## config.mk

```make
export PLATFORM = sky130hd
export DESIGN_NAME = rwin_regfile
export DESIGN_NICKNAME = d
export VERILOG_FILES = /design/src/rtl/rwf_pkg.sv /design/src/rtl/rwf_map.sv /design/src/rtl/rwf_wptr.sv /design/src/rtl/rwf_bank.sv /design/src/rtl/rwin_regfile.sv
export SDC_FILE = /design/constraint.sdc
export NUM_CORES = 2
export LEC_CHECK = 0
export BUFFER_PORTS_ARGS = -buffer_cell sky130_fd_sc_hd__buf_4
export CORE_MARGIN = 5
export CORE_UTILIZATION = 30
export CTS_BUF_LIST = sky130_fd_sc_hd__clkbuf_8 sky130_fd_sc_hd__clkbuf_16
export DETAILED_ROUTE_END_ITERATION = 12
export PLACE_DENSITY = 0.49
export SYNTH_ARGS = -nofsm -noshare
export SYNTH_HDL_FRONTEND = slang
export SYNTH_HIERARCHICAL = 1
export SYNTH_SLANG_ARGS = --single-unit
```

## constraint.sdc

```tcl
create_clock -name clk -period 4.6 [get_ports clk]
set_input_delay 0.46 -clock clk [delete_from_list [all_inputs] [get_ports clk]]
set_output_delay 0.46 -clock clk [all_outputs]
set_load 0.03 [all_outputs]
```

## src/rtl/rwf_pkg.sv

```systemverilog
package rwf_pkg;
    localparam int unsigned LREG_W = 5;
    localparam int unsigned SEC_SZ = 8;
    localparam int unsigned WIN_SZ = 2 * SEC_SZ;

    typedef enum logic [1:0] {
        SEC_GLOBAL = 2'd0,
        SEC_OUTS   = 2'd1,
        SEC_LOCALS = 2'd2,
        SEC_INS    = 2'd3
    } sect_e;

    function automatic sect_e sect_of(input logic [LREG_W-1:0] r);
        return sect_e'(r[4:3]);
    endfunction
endpackage

```

## src/rtl/rwf_map.sv

```systemverilog
module rwf_map
    import rwf_pkg::*;
#(
    parameter int unsigned NWIN = 8,
    localparam int unsigned CW = $clog2(NWIN),
    localparam int unsigned NREG = SEC_SZ + NWIN * WIN_SZ,
    localparam int unsigned PW = $clog2(NREG)
) (
    input  logic [CW-1:0]     cwp,
    input  logic [LREG_W-1:0] lreg,
    output logic [PW-1:0]     phys
);
    logic [CW-1:0] next_win;
    logic [PW-1:0] own_base;
    logic [PW-1:0] nbr_base;
    logic [PW-1:0] off;

    always_comb begin
        next_win = (cwp == CW'(NWIN - 1)) ? '0 : cwp + CW'(1);
        own_base = PW'(SEC_SZ) + (PW'(cwp) << 4);
        nbr_base = PW'(SEC_SZ) + (PW'(next_win) << 4);
        off      = PW'(lreg[2:0]);
        unique case (sect_of(lreg))
            SEC_GLOBAL: phys = off;
            SEC_OUTS:   phys = own_base + off;
            SEC_LOCALS: phys = own_base + PW'(SEC_SZ) + off;
            default:    phys = nbr_base + off;
        endcase
    end
endmodule

```

## src/rtl/rwf_wptr.sv

```systemverilog
module rwf_wptr #(
    parameter int unsigned NWIN = 8,
    parameter int unsigned RESV_WIN = 1,
    localparam int unsigned CW = $clog2(NWIN)
) (
    input  logic          clk,
    input  logic          rst_n,
    input  logic          call_i,
    input  logic          ret_i,
    output logic [CW-1:0] cwp,
    output logic          ovf,
    output logic          unf
);
    localparam logic [NWIN-1:0] INV_MASK = NWIN'(1) << RESV_WIN;

    typedef struct packed {
        logic [CW-1:0] cwp;
        logic          ovf;
        logic          unf;
    } wp_state_t;

    wp_state_t st_d, st_q;
    logic [CW-1:0] dec_win, inc_win;

    always_comb begin
        dec_win = (st_q.cwp == '0) ? CW'(NWIN - 1) : st_q.cwp - CW'(1);
        inc_win = (st_q.cwp == CW'(NWIN - 1)) ? '0 : st_q.cwp + CW'(1);
        st_d     = st_q;
        st_d.ovf = 1'b0;
        st_d.unf = 1'b0;
        if (call_i && !ret_i) begin
            if (INV_MASK[dec_win]) st_d.ovf = 1'b1;
            else                   st_d.cwp = dec_win;
        end else if (ret_i && !call_i) begin
            if (INV_MASK[inc_win]) st_d.unf = 1'b1;
            else                   st_d.cwp = inc_win;
        end
    end

    always_ff @(posedge clk or negedge rst_n) begin
        if (!rst_n) st_q <= '0;
        else        st_q <= st_d;
    end

    assign cwp = st_q.cwp;
    assign ovf = st_q.ovf;
    assign unf = st_q.unf;
endmodule

```

## src/rtl/rwf_bank.sv

```systemverilog
module rwf_bank #(
    parameter int unsigned DW = 32,
    parameter int unsigned NREG = 136,
    parameter int unsigned NRD = 2,
    localparam int unsigned PW = $clog2(NREG)
) (
    input  logic                    clk,
    input  logic                    we,
    input  logic [PW-1:0]           widx,
    input  logic [DW-1:0]           wdata,
    input  logic [NRD-1:0][PW-1:0]  ridx,
    output logic [NRD-1:0][DW-1:0]  rdata
);
    logic [DW-1:0] bank_d [NREG];
    logic [DW-1:0] bank_q [NREG];

    always_comb begin
        bank_d = bank_q;
        if (we) bank_d[widx] = wdata;
    end

    always_ff @(posedge clk) begin
        bank_q <= bank_d;
    end

    for (genvar p = 0; p < NRD; p++) begin : g_rd
        assign rdata[p] = bank_q[ridx[p]];
    end
endmodule

```

## src/rtl/rwin_regfile.sv

```systemverilog
module rwin_regfile
    import rwf_pkg::*;
#(
    parameter int unsigned DW = 32,
    parameter int unsigned NWIN = 8,
    parameter int unsigned RESV_WIN = 1,
    localparam int unsigned CW = $clog2(NWIN),
    localparam int unsigned NREG = SEC_SZ + NWIN * WIN_SZ,
    localparam int unsigned PW = $clog2(NREG),
    localparam int unsigned NRD = 2,
    localparam int unsigned NPORT = NRD + 1
) (
    input  logic              clk,
    input  logic              rst_n,
    input  logic [LREG_W-1:0] rd_a_addr,
    output logic [DW-1:0]     rd_a_data,
    input  logic [LREG_W-1:0] rd_b_addr,
    output logic [DW-1:0]     rd_b_data,
    input  logic              wr_en,
    input  logic [LREG_W-1:0] wr_addr,
    input  logic [DW-1:0]     wr_data,
    input  logic              call_i,
    input  logic              ret_i,
    output logic [CW-1:0]     win_ptr,
    output logic              win_ovf,
    output logic              win_unf
);
    logic [CW-1:0]                  cwp;
    logic [NPORT-1:0][LREG_W-1:0]   laddr;
    logic [NPORT-1:0][PW-1:0]       paddr;
    logic [NRD-1:0][PW-1:0]         rd_idx;
    logic [NRD-1:0][DW-1:0]         rd_dat;

    rwf_wptr #(.NWIN(NWIN), .RESV_WIN(RESV_WIN)) u_wptr (
        .clk    (clk),
        .rst_n  (rst_n),
        .call_i (call_i),
        .ret_i  (ret_i),
        .cwp    (cwp),
        .ovf    (win_ovf),
        .unf    (win_unf)
    );

    // port order: read A, read B, write (write uses the pre-strobe window)
    assign laddr = {wr_addr, rd_b_addr, rd_a_addr};

    for (genvar p = 0; p < NPORT; p++) begin : g_map
        rwf_map #(.NWIN(NWIN)) u_map (
            .cwp  (cwp),
            .lreg (laddr[p]),
            .phys (paddr[p])
        );
    end

    for (genvar p = 0; p < NRD; p++) begin : g_rsel
        assign rd_idx[p] = paddr[p];
    end

    rwf_bank #(.DW(DW), .NREG(NREG), .NRD(NRD)) u_bank (
        .clk   (clk),
        .we    (wr_en),
        .widx  (paddr[NRD]),
        .wdata (wr_data),
        .ridx  (rd_idx),
        .rdata (rd_dat)
    );

    assign rd_a_data = rd_dat[0];
    assign rd_b_data = rd_dat[1];
    assign win_ptr   = cwp;
endmodule

```

==> results.py <==
metrics = {
    "power": {
        "irDropWorstVdd_v": 0.0003358,
        "cellPowerDensity_nw_per_um2": 460.9,
        "power.leakage_nw": 79.78,
    },
    "sta": {
        "rsz0062_at_grt": "true",
        "setup_viol_count_final": 64,
        "slew_headroom": 0.01493,
        "post-route-period-util": 1.240,
        "finalWorstPathRequiredPeriod_ps": 5705,
        "final_hold_vio_count": 0,
        "timing.fmax_mhz": 175.3,
        "fin_worst_hold_slack_ps": 4.104,
        "setup_ws_ps": -1105,
        "transition_time_at_the_pin_with_the_least_slew_margin_ps": 1478,
        "clock-skew-final_ps": 72.28,
        "timing_max_transition_violations_final": 0,
    },
    "floorplan": {
        "placement_rows": 301,
        "die_w_microns": 830.0,
        "fp.dieArea_sq_um": 688900,
        "fp.coreArea_sq_um": 671100,
        "ios": 121,
        "vertical_die_dimension_microns": 830.0,
        "start_util": 0.3006,
    },
    "synthesis": {
        "synth.mux.area_fraction": 0.2578,
        "synth_fp_nets": 10400,
        "ys_seq_area_frac": 0.6484,
        "netlist-cell-type-count": 74,
        "largest_family_of_logic_cells_by_synthesized_area": "multiplexers",
        "synth_warnings": 6,
        "yosys.area_share.adder": 0.0007443,
        "synth-edff-count": 4352,
        "synth_compound_gate_area_share": 0.05076,
        "postSynth.asyncResetShare": 0.001148,
        "post_synth_and_or_nand_nor_area_fraction": 0.02031,
        "synth_common_cells": "sky130_fd_sc_hd__edfxtp_1 (4352), sky130_fd_sc_hd__mux4_2 (1924), sky130_fd_sc_hd__mux2i_1 (820)",
        "post-synth-top-area-cell": "sky130_fd_sc_hd__edfxtp_1",
        "synth_top_area_frac": 0.6478,
        "synth_xor_area_frac": 0,
        "synth_most_common_cell": "sky130_fd_sc_hd__edfxtp_1",
        "syn-cell-area_sq_um": 201700,
        "syn-instance-count": 10340,
        "synth.ff_latch_count": 4357,
        "syn_avg_cell_area_sq_um": 19.51,
        "synth_flop_cell": "sky130_fd_sc_hd__edfxtp_1",
        "synth.area.top_cells": "sky130_fd_sc_hd__edfxtp_1 (65%), sky130_fd_sc_hd__mux4_2 (21%), sky130_fd_sc_hd__mux2i_1 (4.1%), sky130_fd_sc_hd__a22oi_1 (1.4%), sky130_fd_sc_hd__nand2_1 (0.71%)",
    },
    "final_layout": {
        "nets_final": 11720,
        "area_growth_pct": 23.02,
        "seqCellArea_sq_um": 130800,
        "layout-drive-gt1-share": 0.4056,
        "fillCellCount": 61280,
        "fin_cells": 21050,
        "multiInputGateArea_sq_um": 71170,
    },
    "routing": {
        "drc_violations": 0,
        "viasPerCell": 6.124,
        "wl_per_cell_microns": 42.87,
        "detailedRoute.firstIterationViolations": 20600,
        "antenna_violating_nets_post_route": 0,
        "dr.pass1.iters": 6,
        "route.vias.total": 128900,
        "totalWireLength_microns": 902200,
    },
    "placed_design": {
        "place_hpwl_microns": 586700,
        "port_buffers": 120,
        "dp.cells": 19940,
        "finalWeightedCongestion": 0.9325,
    },
    "global_route": {
        "global_route.usage.total": 0.2536,
        "wire_length_of_the_first_global_routing_pass_microns": 1188000,
        "grt-ovfl-total": 0,
        "grt_start_max_net_pins": 137,
        "antenna_found_initial": 81,
        "via_count_of_the_first_global_routing_pass": 126900,
    },
    "worst_setup_path": {
        "critPathMaxFanout": 3,
        "worst_ep_arrival_time_ps": 5240,
        "critical_path_class": "reg2out",
        "cp-start-kind": "flip-flop",
        "reg2reg_slack_ps": 530,
        "crit_path_end_kind": "output port",
        "critPathRequiredTime_ps": 4140,
    },
    "clocking": {
        "clkTransAtPathRegs_ps": 60,
        "htree_num_levels": 5,
        "tritoncts": "yes",
        "root_buffer_master": "sky130_fd_sc_hd__clkbuf_16",
        "clockBufferDepth": 4,
        "clock_latency_ps": 1110,
        "cts.sink_count": 4357,
        "numCtsBuffers": 478,
    },
    "status": {
        "run_status": "finished, violations left",
        "failed_checks": "setup timing",
    },
    "flow_run": {
        "cap_violations": 0,
    },
    "min_path": {
        "holdCritPathClass": "in2reg",
    },
}
## cells in the final DEF, fill, tap and decap left out, drive strengths merged, types with 107 or more instances in the layout
cell type,count
a211oi,107
buf,1656
mux2i,820
a22oi,386
nor2,218
nand2,381
clkinv,231
a21oi,200
a221oi,117
inv,133
edfxtp,4352
o22ai,118
clkbuf,489
mux4,1924
## area by class of cell
cell class | count | area share
Multi-Input combinational cell | 5118 | 0.2868
Inverter | 13 | 0.0003076
Tap cell | 8938 | 0.04506
Clock inverter | 409 | 0.01339
Clock buffer | 483 | 0.04870
Sequential cell | 4357 | 0.5271
Timing Repair Buffer | 1688 | 0.07823
Antenna cell | 39 | 0.0003933
## worst paths after layout
check | from | end | cells after the start
max | u_wptr/cwp[1] | rd_a_data[21] | 18
min | wr_data[12] | u_bank/bank_q[396] | 1
max reg2reg | u_wptr/cwp[0] | u_bank/bank_q[1234] | 10
min reg2reg | u_wptr/cwp[1] | u_wptr/cwp[1] | 4
max in group asynchronous | rst_n | u_wptr/cwp[0] | 3
min in group asynchronous | rst_n | u_wptr/ovf | 3
## critical path, stage by stage (launching register included)
cell and delay, ps:
sky130_fd_sc_hd__dfrtp_1 390, sky130_fd_sc_hd__buf_6 130, sky130_fd_sc_hd__ha_4 160, sky130_fd_sc_hd__ha_4 170, sky130_fd_sc_hd__nand2_4 60, sky130_fd_sc_hd__a32o_4 270, sky130_fd_sc_hd__nand3b_1 140, sky130_fd_sc_hd__buf_6 140
sky130_fd_sc_hd__buf_4 130, sky130_fd_sc_hd__nor2_4 40, sky130_fd_sc_hd__buf_6 160, sky130_fd_sc_hd__a22oi_2 180, sky130_fd_sc_hd__nand4_1 600, sky130_fd_sc_hd__buf_4 380, sky130_fd_sc_hd__a2111oi_4 530, sky130_fd_sc_hd__buf_4 220
sky130_fd_sc_hd__a311oi_2 40, sky130_fd_sc_hd__buf_4 210, sky130_fd_sc_hd__buf_6 140
## registers in the layout, indices dropped and copies added (netlist names)
name           cells
u_bank/bank_q   4352
u_wptr/unf         1
u_wptr/cwp         3
u_wptr/ovf         1
## cells by family (layout without fill, tap and decap cells)
kind of cell / after synthesis / count (layout)
compound gates: 1406 / 1406
fa+ha+maj: 12 / 12
buf+inv: 863 / 2593
flops: 4357 / 4357
mux: 2785 / 2785
other cells: 0 / 39
simple gates: 915 / 915
## metrics by stage
step                TNS [ps]  instance area [sq um]  setup WS (ps)  total power (W)    util
floorplan                  0                 201700          335.9          0.05343       -
global placement      -14370                 226400          -1076          0.07139  0.3373
detailed placement     -8648                 226400         -754.0          0.07154  0.3374
CTS                   -36440                 246500          -1111           0.1131  0.3672
global route          -42770                 248100          -1033           0.1164  0.3697
finish                -40680                 248200          -1105           0.1144  0.3698
## report_power, final
group          total, W  switching (W)  internal, W
combinational    0.0320         0.0205       0.0115
clock            0.0382         0.0167       0.0215
sequential       0.0442       0.000144       0.0441
total             0.114         0.0373       0.0771
## metal layers
layer | track usage | vias up | wire [microns]
met4 | 0.1278 | 24 | 53890
li1 | - | 47730 | -
met1 | 0.3392 | 70560 | 341500
met2 | 0.3818 | 8907 | 401700
met5 | 0 | - | 153
met3 | 0.06664 | 1657 | 105000
## timing repair
action / 4_1_cts / 5_1_grt
buffers inserted: 107 / 81
resized for setup: 674 / 218
hold buffers: 23 / 0
pin swaps: 152 / 128
endpoints found under the setup margin: 64 / 64
endpoints found under the hold margin: 568 / 0
cloned: 7 / 3
(Power assumes the default switching activity.)
